### src/rtl/smpclk_pkg.sv
package smpclk_pkg;

   // Origin of the sample event currently in force
   typedef enum logic {
      SRC_TIMER = 1'b0,
      SRC_EXT   = 1'b1
   } smp_src_e;

   // Timer reload value: a period of zero behaves like a period of one
   function automatic logic [31:0] reload_of(input logic [31:0] period);
      return (period == 32'd0) ? 32'd0 : period - 32'd1;
   endfunction

endpackage

### src/rtl/smpclk_edge_sync.sv
module smpclk_edge_sync #(
   parameter int SYNC_STAGES = 2
) (
   input  logic clk,
   input  logic rst_n,
   input  logic din_n,
   output logic fall
);
   localparam int MSB = SYNC_STAGES - 1;

   if (SYNC_STAGES < 2) begin : g_bad_stages
      $error("smpclk_edge_sync: SYNC_STAGES must be at least 2");
   end

   logic [MSB:0] sync_q;
   logic         prev_q;

   always_ff @(posedge clk or negedge rst_n) begin
      if (!rst_n) begin
         sync_q <= '1;
         prev_q <= 1'b1;
      end else begin
         sync_q <= {sync_q[MSB-1:0], din_n};
         prev_q <= sync_q[MSB];
      end
   end

   assign fall = prev_q & ~sync_q[MSB];
endmodule

### src/rtl/smpclk_interval_timer.sv
module smpclk_interval_timer #(
   parameter int PERIOD_W = 16
) (
   input  logic                clk,
   input  logic                rst_n,
   input  logic                enable,
   input  logic [PERIOD_W-1:0] period,
   output logic                tick
);
   import smpclk_pkg::*;

   logic [PERIOD_W-1:0] cnt_q;
   logic [PERIOD_W-1:0] reload;

   assign reload = PERIOD_W'(reload_of(32'(period)));
   assign tick   = enable && (cnt_q == '0);

   always_ff @(posedge clk or negedge rst_n) begin
      if (!rst_n)
         cnt_q <= '0;
      else if (!enable || tick)
         cnt_q <= reload;
      else
         cnt_q <= cnt_q - PERIOD_W'(1);
   end
endmodule

### src/rtl/smpclk_strobe_gen.sv
module smpclk_strobe_gen #(
   parameter int STROBE_CYC = 4
) (
   input  logic clk,
   input  logic rst_n,
   input  logic halt,
   input  logic evt,
   input  logic strobe_en,
   output logic strobe_n
);
   localparam int CNT_W = $clog2(STROBE_CYC + 1);

   if (STROBE_CYC < 1) begin : g_bad_width
      $error("smpclk_strobe_gen: STROBE_CYC must be at least 1");
   end

   logic [CNT_W-1:0] left_q;

   always_ff @(posedge clk or negedge rst_n) begin
      if (!rst_n)
         left_q <= '0;
      else if (halt)
         left_q <= '0;
      else if (left_q != '0)
         left_q <= left_q - CNT_W'(1);
      else if (evt && strobe_en)
         left_q <= CNT_W'(STROBE_CYC);
   end

   assign strobe_n = (left_q == '0);
endmodule

### src/rtl/smpclk_seq.sv
module smpclk_seq #(
   parameter int PERIOD_W      = 16,
   parameter int SRC_W         = 2,
   parameter int OUT_W         = 8,
   parameter int STROBE_CYC    = 4,
   parameter int FAST_LIMIT    = 40,
   parameter int SYNC_STAGES   = 2,
   parameter bit SUPPRESS_FAST = 1'b1
) (
   input  logic                clk,
   input  logic                rst_n,
   input  logic [PERIOD_W-1:0] cfg_period,
   input  logic [SRC_W-1:0]    cfg_src,
   input  logic                run_start,
   input  logic                run_stop,
   input  logic                ext_clk_n,
   input  logic [OUT_W-1:0]    dout_next,
   output logic [OUT_W-1:0]    dout,
   output logic                clk_out_n,
   output logic                sample_evt
);
   import smpclk_pkg::*;

   if (FAST_LIMIT < 0 || FAST_LIMIT >= (1 << PERIOD_W)) begin : g_bad_limit
      $error("smpclk_seq: FAST_LIMIT must fit in PERIOD_W bits");
   end
   if (OUT_W < 1 || SRC_W < 1) begin : g_bad_width
      $error("smpclk_seq: OUT_W and SRC_W must be positive");
   end

   smp_src_e src_sel;
   logic     running_q;
   logic     active;
   logic     ext_fall;
   logic     tmr_tick;
   logic     strobe_en;

   assign src_sel = (cfg_period == '0 && cfg_src == '0) ? SRC_EXT : SRC_TIMER;
   assign active  = running_q && !run_stop;

   always_ff @(posedge clk or negedge rst_n) begin
      if (!rst_n)
         running_q <= 1'b0;
      else if (run_stop)
         running_q <= 1'b0;
      else if (run_start)
         running_q <= 1'b1;
   end

   smpclk_edge_sync #(.SYNC_STAGES(SYNC_STAGES)) u_sync (
      .clk   (clk),
      .rst_n (rst_n),
      .din_n (ext_clk_n),
      .fall  (ext_fall)
   );

   smpclk_interval_timer #(.PERIOD_W(PERIOD_W)) u_timer (
      .clk    (clk),
      .rst_n  (rst_n),
      .enable (active && src_sel == SRC_TIMER),
      .period (cfg_period),
      .tick   (tmr_tick)
   );

   assign sample_evt = active &&
                       ((src_sel == SRC_EXT) ? ext_fall : tmr_tick);

   if (SUPPRESS_FAST) begin : g_suppress
      assign strobe_en = (src_sel == SRC_EXT) ||
                         (cfg_period >= PERIOD_W'(FAST_LIMIT));
   end else begin : g_always
      assign strobe_en = 1'b1;
   end

   smpclk_strobe_gen #(.STROBE_CYC(STROBE_CYC)) u_strobe (
      .clk       (clk),
      .rst_n     (rst_n),
      .halt      (run_stop),
      .evt       (sample_evt),
      .strobe_en (strobe_en),
      .strobe_n  (clk_out_n)
   );

   always_ff @(posedge clk or negedge rst_n) begin
      if (!rst_n)
         dout <= '0;
      else if (sample_evt)
         dout <= dout_next;
   end
endmodule

### config.mk
export PLATFORM = sky130hd
export DESIGN_NAME = smpclk_seq
export DESIGN_NICKNAME = d
export VERILOG_FILES = /design/src/rtl/smpclk_pkg.sv /design/src/rtl/smpclk_edge_sync.sv /design/src/rtl/smpclk_interval_timer.sv /design/src/rtl/smpclk_strobe_gen.sv /design/src/rtl/smpclk_seq.sv
export SDC_FILE = /design/constraint.sdc
export NUM_CORES = 1
export LEC_CHECK = 0
export BUFFER_PORTS_ARGS = -buffer_cell sky130_fd_sc_hd__buf_2
export CAP_MARGIN = 15
export CORE_MARGIN = 8
export CORE_UTILIZATION = 54
export DETAILED_ROUTE_END_ITERATION = 8
export GPL_ROUTABILITY_DRIVEN = 0
export GPL_TIMING_DRIVEN = 0
export PLACE_DENSITY = 0.79
export RECOVER_POWER = 25
export REMOVE_ABC_BUFFERS = 1
export SYNTH_ARGS = -nofsm -noshare
export SYNTH_HDL_FRONTEND = slang
export SYNTH_SLANG_ARGS = --single-unit
### constraint.sdc
create_clock -name clk -period 2.8 [get_ports clk]
set_input_delay 0.7 -clock clk [delete_from_list [all_inputs] [get_ports clk]]
set_output_delay 0.7 -clock clk [all_outputs]
set_load 0.02 [all_outputs]
# --- Word level (Yosys, flattened, before mapping) ---
# Cells that the tools add are included.
totals:
  wordCells: 39
  input_bits: 31
  regBits: 31
  output_inout_bits: 10
classes:
  reduce_logical: 17
  n_addsub: 3
  bitwise: 3
  order_cmp: 1
  muxes: 9
op_table:
  columns: ["operator", "n"]
  rows:
  - ["zero test 16 bit", 2]
  - ["2-to-1 mux 16 bit", 2]
  - ["subtractor 16 x 1 -> 16 bit (second input constant)", 2]
  - ["greater-or-equal comparator 16 x 6 -> 1 bit (second input constant)", 1]
  - ["2-to-1 mux 3 bit", 3]
  - ["logical AND 1 bit", 6]
  - ["nonzero test 3 bit", 2]
  - ["2-to-1 mux 1 bit", 4]
  - ["zero test 3 bit", 1]
  - ["subtractor 3 x 1 -> 3 bit (second input constant)", 1]
  - ["zero test 1 bit", 2]
  - ["zero test 2 bit", 1]
  - ["logical OR 1 bit", 2]
  - ["NOT 1 bit", 2]
  - ["nonzero test 2 bit", 1]
  - ["bitwise AND 1 bit", 1]

# --- Depth between registers and ports, before layout ---
# Gate-level depths: netlist of run 1.
depth:
  depth_word: 12
  ltp_mapped: 9
  mapped_depth_nobuf: 7

# --- By module ---
# Synthesis of run 1 repeated with hierarchy kept, for this count alone.
unflattened:
  cells_unflattened: 176
  area_unflattened_um2: 1799.2
by_module_without_submodules:
  columns: ["module", "area_per_inst_um2", "seq_area_each_um2", "n_inst", "cells_each"]
  rows:
  - ["smpclk_interval_timer", 1146.1, 400.4, 1, 127]
  - ["smpclk_seq", 431.7, 225.2, 1, 33]
  - ["smpclk_strobe_gen", 128.9, 75.1, 1, 12]
  - ["smpclk_edge_sync", 92.6, 78.8, 1, 4]

# --- Worst setup path after synthesis of run 1 ---
# OpenSTA, ideal clock, no wires.
synth_timing:
  kind: "input port to output port"
  start: "in cfg_period[0]"
  end: "out sample_evt"
  required_time_ns: 2.100
  t_arrival_ns: 1.844
  slack_ns: 0.256
  n_path_buf: 0
  stages: 6
  cell_sequence: "inv_1 > ha_1 > nor3b_1 > and4_1 > nand3_1 > a21oi_4"
synth_via:
  elab_chain_len: 8
synth_lines:
  columns: ["element", "line", "source"]
  rows:
  - ["start: declaration", "smpclk_seq.sv:12", "input logic [PERIOD_W-1:0] cfg_period,"]
  - ["zero test 16 bit (*)", "smpclk_seq.sv:38", "assign src_sel = (cfg_period == '0 && cfg_src == '0) ? SRC_EXT : SRC_TIMER;"]
  - ["logical AND 1 bit (*)", "smpclk_seq.sv:38", null]
  - ["2-to-1 mux 1 bit (*)", "smpclk_seq.sv:38", null]
  - ["NOT 1 bit", "smpclk_seq.sv:60", ".enable (active && src_sel == SRC_TIMER),"]
  - ["logical AND 1 bit", "smpclk_seq.sv:60", null]
  - ["logical AND 1 bit", "smpclk_interval_timer.sv:16", "assign tick = enable && (cnt_q == '0);"]
  - ["2-to-1 mux 1 bit (*)", "smpclk_seq.sv:66", "((src_sel == SRC_EXT) ? ext_fall : tmr_tick);"]
  - ["logical AND 1 bit (*)", "smpclk_seq.sv:65", "assign sample_evt = active &&"]
  - ["end: declaration", "smpclk_seq.sv:20", "output logic sample_evt"]
# Every way passes the cells marked *; elsewhere a longest branch is shown, timed or not.

# --- Final worst setup path of run 1 ---
# Same ends and word-level chain as after synthesis.

==> out/results.ini, run 1 <==
[logic_synthesis]
postSynthAreaPerCell_um2=10.2
yosys_register_bits=31
postSynth.asyncResetShare=1.00
synth_edf_count=0
netlist_area_um2=1890
ys.flop_type=dfrtp_1
syn_inst=186
ys_seq_area_frac=0.411
ys_types=42
ys_warn_count=0

[critical_path]
r2r_cells=6
crit_buf_inv=3
slowest_delay_ns=0.34
worstSetupPathType=input port to primary output
cp.depth=8
crit_fanout=4
cp.required_ns=2.10
ff2ff_setup_slack_ns=0.46
end_kind=primary output
cp_slowest_cell=o311ai_4
worstSetupStartpointType=input port
worstPathArrival_ns=2.08
crit_chain=buf_2, inv_1, ha_1, nor3b_4, nand4_1, o311ai_4, a21oi_4, buf_6
crit_end=sample_evt
cp-startpoint=cfg_period[0]
r2r_end=u_timer.cnt_q[11]
crit_family=simple AND/OR/NAND/NOR gates
reg2reg_from=u_timer.cnt_q[0]

[cts]
cts_buffer_depth=2
cts_hold_buf=0
path_clk_slew_ns=0.09
clk_latency_ns=0.34
cts.sinks=31
numCtsBuffers=5
root_buffer=clkbuf_4
cts_tree=done
h-tree-depth=2

[detailed_routing]
vias_per_cell=5.48
num_vias=1557
drc=0
drt_wl_total_mm=4.45
dr.pass1.iters=4
met1Wirelength_mm=1.90
drt_iter0_drc=84
wl_met2_mm=2.28
highest_layer=met4
ant_nets=0
met3_length_um=214
wl_per_cell_um=15.7

[sta]
skew_ns=0.00550
fin_setup_tns_ns=0
min_period_ns=2.78
tightest_slew_ns=1.62
max_freq_mhz=359
slew_headroom=-0.0802
finalHoldViolations=0
slew_viol_final=32
period_share=0.994
setup_viol=0

[pwr]
vdd_drop_max_v=0.000305
p_leak_uw=0.000977
powerDensity_nw_per_um2=455
total_power_uw=1050

[placed_design]
hpwl_mm=3.22
port-buffer-count=40

[finish]
post-route-util=0.684
final_common_cell=buf_2
drive_above_1_share=0.332
antenna_cells=0
area_growth_pct=21.4
mostFrequentLayoutCells=buf_2, dfrtp_1, xnor2_1
nets=273

[floorplanning]
floorplan.initialDensity=0.563
core_um2=3360
die_area_um2=5660
ioPinCount=41
die_y_um=75.2
rows=21
die_w_um=75.2

[outcome]
status=finished with violations
violations=max-capacitance violations, max-slew violations

[worst_hold_path]
min_path_type=flop to flop

[flow_run]
maxCapViolCount=1

[grt]
overflow=0
antenna_found_initial=0
grt_pass1_wl_mm=7.08
grt_pass1_vias=1551
grt_usage=0.167
grt_max_degree=32

-- cell usage after synthesis, types with 2 or more instances --
cell / instances / area, um2
buf_2: 4 / 20.0
nand4b_1: 2 / 17.5
nor3_1: 13 / 65.1
inv_1: 9 / 33.8
ha_1: 5 / 62.6
a211oi_1: 5 / 37.5
dfrtp_1: 28 / 701
nor3b_1: 4 / 30.0
mux2i_1: 2 / 20.0
nand2_1: 7 / 26.3
nor4_1: 6 / 37.5
mux2_2: 8 / 90.1
o22ai_1: 6 / 37.5
xor2_1: 10 / 87.6
o21ai_0: 4 / 20.0
nor2b_1: 2 / 12.5
nand3_1: 3 / 15.0
nand4_1: 5 / 31.3
or3_1: 4 / 25.0
o21bai_1: 8 / 60.1
nor2_1: 12 / 45.0
dfstp_2: 3 / 78.8
xnor2_1: 17 / 149
-- power by group --
part / internal, uW / total, uW / switching [uW]
clock network: 97.7 / 250 / 152
registers: 487 / 517 / 30.2
logic: 118 / 281 / 162
total: 702 / 1050 / 345
-- cell families after synthesis --
logic type,share of synthesized area
AND/OR/NAND/NOR,0.223
multiplexers,0.0581
buffers and inverters,0.0304
AO/OA/AOI/OAI,0.120
adder cells (fa/ha/maj),0.0330
XOR/XNOR,0.125
flip-flops,0.411
-- stage by stage --
stage          hold slack (ns)  instance area, um2  cells  setup WS, ns
5_1_grt                  0.372                2300    284       -0.0619
2_1_floorplan            0.345                1870    181        0.0376
3_3_place_gp             0.347                2130    267        -0.538
6_report                 0.367                2300    284        0.0180
3_5_place_dp             0.354                2130    267        -0.545
4_1_cts                  0.370                2240    280        0.0129
-- routing by layer --
| layer | vias up | global-route usage |
|---|---|---|
| li1 | 769 | - |
| met1 | 746 | 0.197 |
| met2 | 33 | 0.283 |
| met3 | 9 | 0.0399 |
| met4 | 0 | 0.0704 |
| met5 | - | 0 |
-- area by class of cell --
cell class	instances	area, um2
well taps	46	57.6
fillers	282	1060
inverters	9	33.8
multi-input cells	141	1110
clock inverters	1	5.00
flip-flops and latches	31	779
repair buffers	49	273
clock buffers	7	45.0
-- how the worst min path moves through the flow --
stage,to,depth (start not counted),slack (ns),from
floorplan,u_sync.sync_q[1],0,0.35,u_sync.sync_q[0]
global placement,u_sync.sync_q[1],0,0.35,u_sync.sync_q[0]
CTS,u_sync.prev_q,0,0.37,u_sync.sync_q[1]
global route,u_sync.prev_q,0,0.37,u_sync.sync_q[1]
detailed placement,u_sync.sync_q[1],0,0.35,u_sync.sync_q[0]
finish,u_sync.sync_q[1],0,0.37,u_sync.sync_q[0]
-- repair_timing --
item                       CTS  global route
setup endpoints to repair    1             1
setup buffers                5             4
pin swaps                    4             3
resized for setup            6             5
-- state kept, by name, summed over array words and instances, names as in the netlist --
name and flops:
dout 8, running_q 1, u_strobe.left_q 3, u_sync.prev_q 1, u_sync.sync_q 2, u_timer.cnt_q 16
Power figures use the tool's default switching activity.
==> run 2, diff against run 1 <==
--- a/config.mk
+++ b/config.mk
@@ -8,7 +8,8 @@
 export BUFFER_PORTS_ARGS = -buffer_cell sky130_fd_sc_hd__buf_2
 export CAP_MARGIN = 15
 export CORE_MARGIN = 8
-export CORE_UTILIZATION = 54
+export CORE_UTILIZATION = 53
+export CTS_CLUSTER_SIZE = 8
 export DETAILED_ROUTE_END_ITERATION = 8
 export GPL_ROUTABILITY_DRIVEN = 0
 export GPL_TIMING_DRIVEN = 0
@@ -17,4 +18,5 @@
 export REMOVE_ABC_BUFFERS = 1
 export SYNTH_ARGS = -nofsm -noshare
 export SYNTH_HDL_FRONTEND = slang
+export SYNTH_HIERARCHICAL = 1
 export SYNTH_SLANG_ARGS = --single-unit
==> run 2 against run 1 <==
Effect of this change: the run ends with max-capacitance violations, max-slew violations, negative setup slack left; global-route usage is 1.2 points lower; clock skew is 0.0022 ns lower; first-iteration DRC count is 39% lower; wire length is 6.5% lower; clock power is 4% lower; clock-buffer cell count stayed put; sequential power is 2% lower; register-to-register slack worse by 0.23 ns; largest cell class unchanged.
==> out/results.ini, run 2 <==
[detailed_routing]
drc=0
dr.pass1.iters=4
drt_iter0_drc=51
ant_nets=0
vias_per_cell=5.59
drt_wl_total_mm=4.16
wl_per_cell_um=15.2
num_vias=1527

[worst_hold_path]
min_path_type=flop to flop
worstHoldPathCells=0
hold_path_end=u_sync/sync_q[1]
hp-start=u_sync/sync_q[0]

[critical_path]
cp.required_ns=2.10
r2r_cells=9
reg2reg_from=u_timer/cnt_q[0]
end_kind=primary output
r2r_end=u_timer/cnt_q[8]
worstSetupStartpointType=input port
ff2ff_setup_slack_ns=0.23
worstPathArrival_ns=2.32
crit_fanout=4
worstSetupPathType=input port to primary output

[logic_synthesis]
synthTopCellsByArea=dfrtp_1, xnor2_1, xor2_1, mux2_2, o22ai_1
ys_warn_count=6
netlist_area_um2=1800
yosysMostFrequentCell=dfrtp_1
synth_top_area_frac=0.389
ys_seq_area_frac=0.433
yosys_register_bits=31
ys_types=43
synth_edf_count=0
ys_top_cells_by_count=dfrtp_1, nor2_1, xnor2_1, o22ai_1, xor2_1
postSynthAreaPerCell_um2=10.2
ys.flop_type=dfrtp_1
syn_inst=176
postSynth.asyncResetShare=1.00
synth_largest_area_cell=dfrtp_1

[grt]
antenna_found_initial=0
grt_pass1_wl_mm=6.58
grt_max_degree=32
grt_pass1_vias=1453
grt_usage=0.155
overflow=0

[sta]
fin_setup_tns_ns=-0.221
period_share=1.08
setup_viol=1
tightest_slew_ns=1.63
rsz0062_at_grt=true
slew_viol_final=32
finalHoldViolations=0
skew_ns=0.00330
slew_headroom=-0.0879
min_period_ns=3.02
fin_ws_ns=-0.221
max_freq_mhz=331

[finish]
area_growth_pct=24.8
multi_input_area_um2=1030
antenna_cells=0
nets=260
largest_registers=u_timer/cnt_q (16), dout (8), u_strobe/left_q (3)
largest_reg_flops=16
final_cell_area_um2=2240
fillers=280
ff_latch_area_um2=779
mostFrequentLayoutCells=buf_2, dfrtp_1, nor2_1, xnor2_1, o22ai_1
top_register=u_timer/cnt_q
drive_above_1_share=0.344
final_common_cell=buf_2
post-route-util=0.678

[outcome]
violations=max-capacitance violations, max-slew violations, negative setup slack
status=finished with violations

[cts]
cts_tree=done
cts.sinks=31
root_buffer=clkbuf_4
cts_hold_buf=0
clk_latency_ns=0.32
h-tree-depth=2
numCtsBuffers=5
path_clk_slew_ns=0.09
cts_buffer_depth=2

[pwr]
p_comb_frac=0.170
powerDensity_nw_per_um2=400
p_switching_uw=252
total_power_uw=898
p_int_uw=646
swShare=0.281
p_leak_uw=0.000931
seq_power_share=0.562
vdd_drop_max_v=0.000308
clkPwrFrac=0.267

[floorplanning]
die_y_um=74.3
die_area_um2=5520
core_um2=3310
die_w_um=74.3
ioPinCount=41
floorplan.initialDensity=0.543
rows=21

[flow_run]
maxCapViolCount=1

[placed_design]
port-buffer-count=40
hpwl_mm=3.03
placed_cell_area_um2=2040

[run 2: cell count changes after synthesis, moves of 4 or more]
cell / before / now
inv_1: 9 / 5
o22ai_1: 6 / 13
a211oi_1: 5 / 0
nor3b_1: 4 / 0
or4_1: 0 / 6
o21bai_1: 8 / 0
[run 2: timing repair]
item,4_1_cts,5_1_grt
resized for setup,12,9
buffers inserted,5,3
pin swaps,4,6
endpoints found under the setup margin,14,10
endpoints found under the hold margin,0,0
[run 2: power groups by stage]
| stage | registers (uW) | logic (uW) | clock network (uW) |
|---|---|---|---|
| after floorplan | 504 | 80.1 | 0 |
| after global placement | 509 | 134 | 0 |
| after global routing | 508 | 168 | 263 |
| final | 505 | 153 | 240 |
| after detailed placement | 510 | 138 | 0 |
| after CTS | 502 | 145 | 248 |
[run 2: how the worst max path moves through the flow]
stage	slack [ns]	start	endpoint	cells after the start
after global placement	-1.51	u_timer/cnt_q[8]	u_timer/cnt_q[7]	5
after detailed placement	-0.58	cfg_period[4]	u_timer/cnt_q[1]	6
after floorplan	-0.32	u_timer/cnt_q[8]	u_timer/cnt_q[10]	5
after CTS	-0.20	cfg_period[7]	sample_evt	10
after global routing	-0.30	cfg_period[13]	sample_evt	10
final	-0.22	cfg_period[13]	sample_evt	8
[run 2: cells by family (layout without fill, tap and decap cells)]
logic type,count (synthesis),count (layout),synth area share
simple gates,73,73,0.241
flops,31,31,0.433
xor+xnor,25,25,0.122
compound gates,24,24,0.0883
mux,10,10,0.0682
buf+inv,10,61,0.0264
fa+ha+maj,3,3,0.0209
[run 2: final cells by class]
cell class                 instances  share of cell area
timing repair buffer              48               0.135
inverter                           5             0.00948
sequential                        31               0.347
clock inverter                     1             0.00223
multi-input combinational        135               0.460
clock buffer                       7              0.0201
tap                               46              0.0256
[run 2: layer usage]
metal  vias to the layer above  share of wire  GRT usage  routed length, um
met5                         -              0          0                  0
li1                        743              -          -                  -
met1                       730           0.44      0.192               1830
met2                        48           0.48      0.248               1980
met3                         6          0.068     0.0431                281
met4                         0          0.015     0.0630                 61
[run 2: critical path, cell delays in order]
cell     delay [ns]
buf_6          0.10
or4_4          0.54
nor4_4         0.30
nand2_2        0.10
buf_4          0.15
buf_6          0.11
mux2i_4        0.17
buf_6          0.14
[run 2: stage by stage]
| step | setup slack (ns) | hold WS (ns) | cells |
|---|---|---|---|
| floorplan | -0.321 | 0.345 | 171 |
| finish | -0.221 | 0.365 | 273 |
| global placement | -1.51 | 0.347 | 257 |
| global route | -0.297 | 0.367 | 273 |
| CTS | -0.203 | 0.361 | 270 |
| detailed placement | -0.581 | 0.347 | 258 |
